<file path="src/rtl/crr_pkg.sv">
package crr_pkg;

  localparam int GLYPH_W = 7;
  localparam int GLYPH_H = 8;
  localparam int CODE_W  = 6;

  localparam logic [CODE_W-1:0] CODE_BLANK = 6'd62;
  localparam logic [CODE_W-1:0] CODE_COLON = 6'd63;

  typedef logic [CODE_W-1:0] char_code_t;
  typedef logic [2:0]        cell_col_t;
  typedef logic [2:0]        cell_row_t;

  // Inner five columns of a glyph, column 1 in the top byte.
  // Bit 0 of each byte is the top row of the cell.
  function automatic logic [39:0] glyph_body(input char_code_t code);
    logic [39:0] body;
    case (code)
      6'd0:  body = 40'h3E_51_49_45_3E;
      6'd1:  body = 40'h00_42_7F_40_00;
      6'd2:  body = 40'h42_61_51_49_46;
      6'd3:  body = 40'h21_41_45_4B_31;
      6'd4:  body = 40'h18_14_12_7F_10;
      6'd5:  body = 40'h27_45_45_45_39;
      6'd6:  body = 40'h3C_4A_49_49_30;
      6'd7:  body = 40'h01_71_09_05_03;
      6'd8:  body = 40'h36_49_49_49_36;
      6'd9:  body = 40'h06_49_49_29_1E;
      6'd10: body = 40'h7E_11_11_11_7E;
      6'd11: body = 40'h7F_49_49_49_36;
      6'd12: body = 40'h3E_41_41_41_22;
      6'd13: body = 40'h7F_41_41_22_1C;
      6'd14: body = 40'h7F_49_49_49_41;
      6'd15: body = 40'h7F_09_09_01_01;
      6'd16: body = 40'h3E_41_41_51_32;
      6'd17: body = 40'h7F_08_08_08_7F;
      6'd18: body = 40'h00_41_7F_41_00;
      6'd19: body = 40'h20_40_41_3F_01;
      6'd20: body = 40'h7F_08_14_22_41;
      6'd21: body = 40'h7F_40_40_40_40;
      6'd22: body = 40'h7F_02_04_02_7F;
      6'd23: body = 40'h7F_04_08_10_7F;
      6'd24: body = 40'h3E_41_41_41_3E;
      6'd25: body = 40'h7F_09_09_09_06;
      6'd26: body = 40'h3E_41_51_21_5E;
      6'd27: body = 40'h7F_09_19_29_46;
      6'd28: body = 40'h46_49_49_49_31;
      6'd29: body = 40'h01_01_7F_01_01;
      6'd30: body = 40'h3F_40_40_40_3F;
      6'd31: body = 40'h1F_20_40_20_1F;
      6'd32: body = 40'h7F_20_18_20_7F;
      6'd33: body = 40'h63_14_08_14_63;
      6'd34: body = 40'h03_04_78_04_03;
      6'd35: body = 40'h61_51_49_45_43;
      CODE_BLANK: body = 40'h00_00_00_00_00;
      CODE_COLON: body = 40'h00_36_36_00_00;
      default:    body = 40'h14_08_3E_08_14;
    endcase
    return body;
  endfunction

endpackage

</file>
<file path="src/rtl/crr_reset_sync.sv">
module crr_reset_sync (
  input  logic clk,
  input  logic rst_n,
  output logic rst_core_n
);

  logic [1:0] sync_q;
  logic [1:0] sync_d;

  always_comb begin
    sync_d = {sync_q[0], 1'b1};
  end

  always_ff @(posedge clk or negedge rst_n) begin
    if (!rst_n) begin
      sync_q <= 2'b00;
    end else begin
      sync_q <= sync_d;
    end
  end

  assign rst_core_n = sync_q[1];

endmodule

</file>
<file path="src/rtl/crr_col_stepper.sv">
module crr_col_stepper #(
  parameter int N_CHARS  = 8,
  parameter int CNT_W    = 10,
  parameter int BOX_LEFT = 457,
  localparam int SLOT_W  = (N_CHARS > 1) ? $clog2(N_CHARS) : 1
) (
  input  logic              clk,
  input  logic              rst_n,
  input  logic [CNT_W-1:0]  h_cnt,
  output logic              in_span,
  output logic [SLOT_W-1:0] slot,
  output crr_pkg::cell_col_t col
);

  import crr_pkg::*;

  localparam logic [CNT_W-1:0] LEFT_V  = CNT_W'(BOX_LEFT);
  localparam logic [CNT_W-1:0] RIGHT_V = CNT_W'(BOX_LEFT + GLYPH_W * N_CHARS - 1);
  localparam cell_col_t        LAST_COL = cell_col_t'(GLYPH_W - 1);

  logic              at_left;
  logic              step_en;
  cell_col_t         col_q, col_d, col_cur;
  logic [SLOT_W-1:0] slot_q, slot_d, slot_cur;

  assign at_left = (h_cnt == LEFT_V);
  assign in_span = (h_cnt >= LEFT_V) && (h_cnt <= RIGHT_V);
  assign step_en = in_span;

  // Left edge reloads the position; elsewhere the stored position is current.
  always_comb begin
    col_cur  = at_left ? '0 : col_q;
    slot_cur = at_left ? '0 : slot_q;
  end

  always_comb begin
    col_d  = col_q;
    slot_d = slot_q;
    if (step_en) begin
      if (col_cur == LAST_COL) begin
        col_d  = '0;
        slot_d = slot_cur + 1'b1;
      end else begin
        col_d  = col_cur + 1'b1;
        slot_d = slot_cur;
      end
    end
  end

  always_ff @(posedge clk or negedge rst_n) begin
    if (!rst_n) begin
      col_q  <= '0;
      slot_q <= '0;
    end else if (step_en) begin
      col_q  <= col_d;
      slot_q <= slot_d;
    end
  end

  assign col  = col_cur;
  assign slot = slot_cur;

endmodule

</file>
<file path="src/rtl/crr_code_store.sv">
module crr_code_store #(
  parameter int N_CHARS = 8,
  parameter int ADDR_W  = 4,
  localparam int SLOT_W = (N_CHARS > 1) ? $clog2(N_CHARS) : 1
) (
  input  logic                clk,
  input  logic                rst_n,
  input  logic                wr_en,
  input  logic [ADDR_W-1:0]   wr_addr,
  input  crr_pkg::char_code_t wr_code,
  input  logic [SLOT_W-1:0]   rd_slot,
  output crr_pkg::char_code_t rd_code
);

  import crr_pkg::*;

  char_code_t codes_q [N_CHARS];

  for (genvar i = 0; i < N_CHARS; i++) begin : g_slot
    logic       slot_we;
    char_code_t slot_d;

    // Only an exact address match enables a slot, so high addresses hit nothing.
    assign slot_we = wr_en && (wr_addr == ADDR_W'(i));

    always_comb begin
      slot_d = codes_q[i];
      if (slot_we) begin
        slot_d = wr_code;
      end
    end

    always_ff @(posedge clk or negedge rst_n) begin
      if (!rst_n) begin
        codes_q[i] <= CODE_BLANK;
      end else if (slot_we) begin
        codes_q[i] <= slot_d;
      end
    end
  end

  always_comb begin
    rd_code = CODE_BLANK;
    for (int i = 0; i < N_CHARS; i++) begin
      if (rd_slot == SLOT_W'(i)) begin
        rd_code = codes_q[i];
      end
    end
  end

endmodule

</file>
<file path="src/rtl/crr_glyph_lookup.sv">
module crr_glyph_lookup (
  input  crr_pkg::char_code_t code,
  input  crr_pkg::cell_col_t  col,
  input  crr_pkg::cell_row_t  row,
  output logic                lit
);

  import crr_pkg::*;

  logic [39:0] body;
  logic [7:0]  col_word;

  assign body = glyph_body(code);

  // Outer columns are never stored: they are the gap between cells.
  always_comb begin
    case (col)
      3'd1:    col_word = body[39:32];
      3'd2:    col_word = body[31:24];
      3'd3:    col_word = body[23:16];
      3'd4:    col_word = body[15:8];
      3'd5:    col_word = body[7:0];
      default: col_word = 8'h00;
    endcase
  end

  assign lit = col_word[row];

endmodule

</file>
<file path="src/rtl/crr_pixel_drive.sv">
module crr_pixel_drive #(
  parameter int CNT_W      = 10,
  parameter int BOX_TOP    = 267,
  parameter int VIS_TOP    = 31,
  parameter int VIS_BOTTOM = 510,
  parameter int VIS_LEFT   = 144,
  parameter int VIS_RIGHT  = 783
) (
  input  logic             clk,
  input  logic             rst_n,
  input  logic [CNT_W-1:0] h_cnt,
  input  logic [CNT_W-1:0] v_cnt,
  input  logic             in_span,
  input  logic             glyph_bit,
  output logic [7:0]       rgb
);

  import crr_pkg::*;

  localparam logic [CNT_W-1:0] TOP_V    = CNT_W'(BOX_TOP);
  localparam logic [CNT_W-1:0] BOTTOM_V = CNT_W'(BOX_TOP + GLYPH_H - 1);
  localparam logic [CNT_W-1:0] VT_V     = CNT_W'(VIS_TOP);
  localparam logic [CNT_W-1:0] VB_V     = CNT_W'(VIS_BOTTOM);
  localparam logic [CNT_W-1:0] VL_V     = CNT_W'(VIS_LEFT);
  localparam logic [CNT_W-1:0] VR_V     = CNT_W'(VIS_RIGHT);

  logic       visible;
  logic       in_rows;
  logic       show;
  logic [7:0] rgb_d;
  logic [7:0] rgb_q;

  assign visible = (v_cnt >= VT_V) && (v_cnt <= VB_V) &&
                   (h_cnt >= VL_V) && (h_cnt <= VR_V);
  assign in_rows = (v_cnt >= TOP_V) && (v_cnt <= BOTTOM_V);
  assign show    = visible && in_rows && in_span && glyph_bit;

  always_comb begin
    rgb_d = show ? 8'hFF : 8'h00;
  end

  always_ff @(posedge clk or negedge rst_n) begin
    if (!rst_n) begin
      rgb_q <= 8'h00;
    end else begin
      rgb_q <= rgb_d;
    end
  end

  assign rgb = rgb_q;

endmodule

</file>
<file path="src/rtl/char_row_render.sv">
module char_row_render #(
  parameter int N_CHARS    = 8,
  parameter int ADDR_W     = 4,
  parameter int CNT_W      = 10,
  parameter int BOX_LEFT   = 457,
  parameter int BOX_TOP    = 267,
  parameter int VIS_TOP    = 31,
  parameter int VIS_BOTTOM = 510,
  parameter int VIS_LEFT   = 144,
  parameter int VIS_RIGHT  = 783
) (
  input  logic              clk,
  input  logic              rst_n,
  input  logic [CNT_W-1:0]  h_cnt,
  input  logic [CNT_W-1:0]  v_cnt,
  input  logic              wr_en,
  input  logic [ADDR_W-1:0] wr_addr,
  input  logic [5:0]        wr_code,
  output logic [2:0]        red,
  output logic [2:0]        grn,
  output logic [1:0]        blu
);

  import crr_pkg::*;

  localparam int SLOT_W = (N_CHARS > 1) ? $clog2(N_CHARS) : 1;
  localparam logic [CNT_W-1:0] TOP_V = CNT_W'(BOX_TOP);

  logic              rst_core_n;
  logic              in_span;
  logic [SLOT_W-1:0] cur_slot;
  cell_col_t         cur_col;
  cell_row_t         cur_row;
  char_code_t        cur_code;
  logic              glyph_bit;
  logic [7:0]        rgb;

  crr_reset_sync u_rst (
    .clk        (clk),
    .rst_n      (rst_n),
    .rst_core_n (rst_core_n)
  );

  crr_col_stepper #(
    .N_CHARS  (N_CHARS),
    .CNT_W    (CNT_W),
    .BOX_LEFT (BOX_LEFT)
  ) u_step (
    .clk     (clk),
    .rst_n   (rst_core_n),
    .h_cnt   (h_cnt),
    .in_span (in_span),
    .slot    (cur_slot),
    .col     (cur_col)
  );

  crr_code_store #(
    .N_CHARS (N_CHARS),
    .ADDR_W  (ADDR_W)
  ) u_store (
    .clk     (clk),
    .rst_n   (rst_core_n),
    .wr_en   (wr_en),
    .wr_addr (wr_addr),
    .wr_code (wr_code),
    .rd_slot (cur_slot),
    .rd_code (cur_code)
  );

  assign cur_row = cell_row_t'(v_cnt - TOP_V);

  crr_glyph_lookup u_glyph (
    .code (cur_code),
    .col  (cur_col),
    .row  (cur_row),
    .lit  (glyph_bit)
  );

  crr_pixel_drive #(
    .CNT_W      (CNT_W),
    .BOX_TOP    (BOX_TOP),
    .VIS_TOP    (VIS_TOP),
    .VIS_BOTTOM (VIS_BOTTOM),
    .VIS_LEFT   (VIS_LEFT),
    .VIS_RIGHT  (VIS_RIGHT)
  ) u_drv (
    .clk       (clk),
    .rst_n     (rst_core_n),
    .h_cnt     (h_cnt),
    .v_cnt     (v_cnt),
    .in_span   (in_span),
    .glyph_bit (glyph_bit),
    .rgb       (rgb)
  );

  assign red = rgb[7:5];
  assign grn = rgb[4:2];
  assign blu = rgb[1:0];

endmodule

</file>
<file path="config.mk">
export PLATFORM = sky130hd
export DESIGN_NAME = char_row_render
export DESIGN_NICKNAME = d
export VERILOG_FILES = /design/src/rtl/crr_pkg.sv /design/src/rtl/crr_reset_sync.sv /design/src/rtl/crr_col_stepper.sv /design/src/rtl/crr_code_store.sv /design/src/rtl/crr_glyph_lookup.sv /design/src/rtl/crr_pixel_drive.sv /design/src/rtl/char_row_render.sv
export SDC_FILE = /design/constraint.sdc
export NUM_CORES = 1
export LEC_CHECK = 0
export ABC_AREA = 1
export BUFFER_PORTS_ARGS = -buffer_cell sky130_fd_sc_hd__clkbuf_2
export CORE_MARGIN = 2
export CORE_UTILIZATION = 35
export DETAILED_ROUTE_END_ITERATION = 6
export PLACE_DENSITY_LB_ADDON = 0.25
export REMOVE_ABC_BUFFERS = 1
export SLEW_MARGIN = 10
export SYNTH_ARGS = -nofsm -noshare
export SYNTH_HDL_FRONTEND = slang
export SYNTH_SLANG_ARGS = --single-unit
</file>
<file path="constraint.sdc">
create_clock -name clk -period 2.5 [get_ports clk]
set_clock_uncertainty 0.15 [all_clocks]
set_input_delay 0.25 -clock clk [delete_from_list [all_inputs] [get_ports clk]]
set_output_delay 0.25 -clock clk [all_outputs]
set_load 0.01 [all_outputs]
</file>
==> results.tsv <==
stage	metric	value	unit
critical_path	worst-path fanout max	4	
detailed_routing	WL per Instance	15.6	um
layout	Synth-to-Final Area Change	46.9	%
floorplan	io pins	41	
worst_hold_path	Hold WC Path Type	primary input to asynchronous set/reset pin	
detailed_routing	length of the first detailed-routing pass in iterations	5	
sta	Final period util	132	%
sta	Slew Limit Fails	0	
critical_path	CP Data Arrival Time	3.41	ns
global_routing	antenna violations before repair	0	
floorplan	Die Wd	126	um
placement	Post-DP HPWL	14300	um
detailed_routing	Routed Antenna Nets	0	
yosys	Synth warnings	0	
layout	commonest non-fill, non-tap cell in the layout	nand2_1	
layout	commonest cells after routing, fill and taps aside	260 x nand2_1, 117 x buf_4, 101 x nand3_1	
clock_network	Clk pin slew, worst setup/hold paths	0.05	ns
yosys	Mapped Avg Cell Area	6.10	sq um
layout	Util after Layout	52.6	%
clock_network	clock latency on the worst-skew pair	0.33	ns
yosys	Distinct cells, synth	42	
sta	fmax	303	MHz
global_routing	number of global-route vias before repair	5939	
sta	Final setup viols	1	
placement	GPL Wtd Cong	0.989	
critical_path	Startpoint Class	register	
clock_network	CTS tree	done	
global_routing	largest net degree at the start of global routing	56	
detailed_routing	via count	6141	
sta	Fin. Hold Viols	0	
floorplan	Site Rows	44	
clock_network	CTS H-tree lvls	3	
run	Max Cap Violations	0	
detailed_routing	Initial DRC Count	424	
clock_network	Max clock buf depth	2	
clock_network	clock root buffer	clkbuf_16	
placement	PortBufs	40	
layout	share of layout cells above drive strength 1	38.5	%
global_routing	global-route wire length before repair	29800	um
floorplan	Core Box Area	14500	sq um
floorplan	DIE HEIGHT	126	um
critical_path	crit path capture type	register	
clock_network	clk sink count	57	
sta	RSZ-0062 raised after global routing	yes	
floorplan	Starting Density	35.8	%
sta	Final WS setup	-0.801	ns
clock_network	CTS buffer count	9	
floorplan	die area	15900	sq um
layout	final-stage net count	1077	
global_routing	grt ovf	0	
detailed_routing	detailed-route DRC error count	0	
status	failing checks	negative setup slack	
layout	n_diodes	0	
critical_path	critical path class	register to register	
layout	fill count	1455	
global_routing	gr usage total	23.2	%
status	status	finished with violations	
critical_path	CP required	2.61	ns
critical_path	Largest stage delay, worst path	0.33	ns
yosys	Synth Cell Area	5210	sq um
detailed_routing	Via density	5.08	
sta	min Tclk post-route	3.30	ns
critical_path	most used cell, CP	nand2_1	
detailed_routing	WL final	18800	um
critical_path	CP max stage cell	dfrtp_1	
yosys	FF+latch count, synth	57	
yosys	sequential share of the synthesized area	28.4	%
yosys	Synth Instances	854	
[stage by stage]
step | instance area (sq um) | setup TNS [ns] | cells | worst slack (ns) | hold WS [ns]
finish | 7650 | -0.801 | 1208 | -0.801 | 0.0832
global route | 7650 | -1.03 | 1208 | -1.03 | 0.112
CTS | 7050 | -0.759 | 1190 | -0.759 | 0.0757
detailed placement | 6420 | -1.46 | 1165 | -1.46 | -0.112
global placement | 6420 | -1.44 | 1165 | -1.44 | -0.112
floorplan | 5000 | -1.47 | 817 | -1.47 | -0.196
[sequential cells by signal (all words and copies together) (netlist names)]
signal and count:
u_drv.rgb 1, u_rst.sync_q 2, u_step.col_q 3, u_step.slot_q 3, u_store.codes_q 48
[final timing paths]
| check | start | end | slack [ns] | depth (start not counted) |
|---|---|---|---|---|
| setup / recovery | u_step.slot_q[0]$_DFFE_PN0P_ | u_drv.rgb[6]$_DFF_PN0_ | -0.80 | 28 |
| hold / removal | rst_n | u_rst.sync_q[0]$_DFF_PN0_ | 0.08 | 2 |
| setup reg to reg | u_step.slot_q[0]$_DFFE_PN0P_ | u_drv.rgb[6]$_DFF_PN0_ | -0.80 | 28 |
| hold reg to reg | u_rst.sync_q[1]$_DFF_PN0_ | u_step.slot_q[2]$_DFFE_PN0P_ | 0.10 | 1 |
| max in group asynchronous | u_rst.sync_q[1]$_DFF_PN0_ | u_store.codes_q[17]$_DFFE_PN1P_ | 1.78 | 1 |
| min in group clk | v_cnt[2] | u_drv.rgb[6]$_DFF_PN0_ | 0.17 | 4 |
[metal layers]
metal  up-vias  global-route usage [%]  routed length, um
met5         -                       0                  0
met2       209                    38.6               8800
met3        73                    2.29                874
met1      2798                    30.8               8350
li1       3061                       -                  -
met4         0                    10.3                819
[cells in the mapped netlist (all sizes together)]
cell | instances | share of area, %
a211oi | 1 | 0.14
a21boi | 2 | 0.58
a21oi | 26 | 2.6
a22o | 1 | 0.17
a22oi | 1 | 0.14
a31o | 1 | 0.17
buf | 26 | 3.1
clkbuf | 11 | 0.79
clkinv | 1 | 0.072
conb | 1 | 0.072
dfrtp | 17 | 8.2
dfstp | 40 | 20
ha | 25 | 6.0
inv | 89 | 6.4
nand2 | 306 | 23
nand3 | 126 | 12
nand3b | 3 | 0.43
nand4 | 5 | 0.60
nor2 | 80 | 5.8
nor3 | 3 | 0.38
nor4 | 1 | 0.12
o21a | 1 | 0.14
o21ai | 74 | 7.1
o21bai | 1 | 0.14
o22ai | 1 | 0.12
o311ai | 1 | 0.17
o31ai | 1 | 0.14
o41ai | 1 | 0.17
or2 | 7 | 0.84
xor2 | 1 | 0.17
[repair_timing]
action | 4_1_cts | 5_1_grt
gates resized for setup | 69 | 132
hold buffers | 1 | 0
hold endpoints to repair | 2 | 0
endpoints found under the setup margin | 1 | 1
pin swaps | 11 | 69
cloned | 1 | 0
buffers inserted | 7 | 18
[logic make-up (layout without fill, tap and decap cells)]
| logic type | count (synthesis) | after routing | share of synthesized area [%] |
|---|---|---|---|
| DFF | 57 | 57 | 28.4 |
| AOI/OAI and AO/OA | 112 | 112 | 11.8 |
| xor gates and xnor gates | 1 | 1 | 0.168 |
| buffers and inverters | 127 | 296 | 10.4 |
| and+or+nand+nor | 531 | 532 | 43.2 |
| adders and majority gates | 25 | 25 | 6.01 |
| other | 1 | 1 | 0.0720 |
[critical path, delay by kind of cell (launching register included)]
kind / cells / cell delay (ns)
DFF: 1 / 0.33
adders and majority gates: 2 / 0.45
buffers and inverters: 6 / 0.59
and+or+nand+nor: 17 / 1.35
AOI/OAI and AO/OA: 3 / 0.36
[cell type report]
cell class	count	area, sq um	share of cell area [%]
clock buffers	10	229	2.99
flip-flops and latches	57	1480	19.3
inverters	90	340	4.45
repair buffers	190	1500	19.6
clock inverters	6	67.6	0.883
multi-input cells	671	3800	49.7
well taps	184	230	3.01
Power is not shown: default switching activity piles up to over one toggle a cycle in this logic, so the estimate is an artifact.
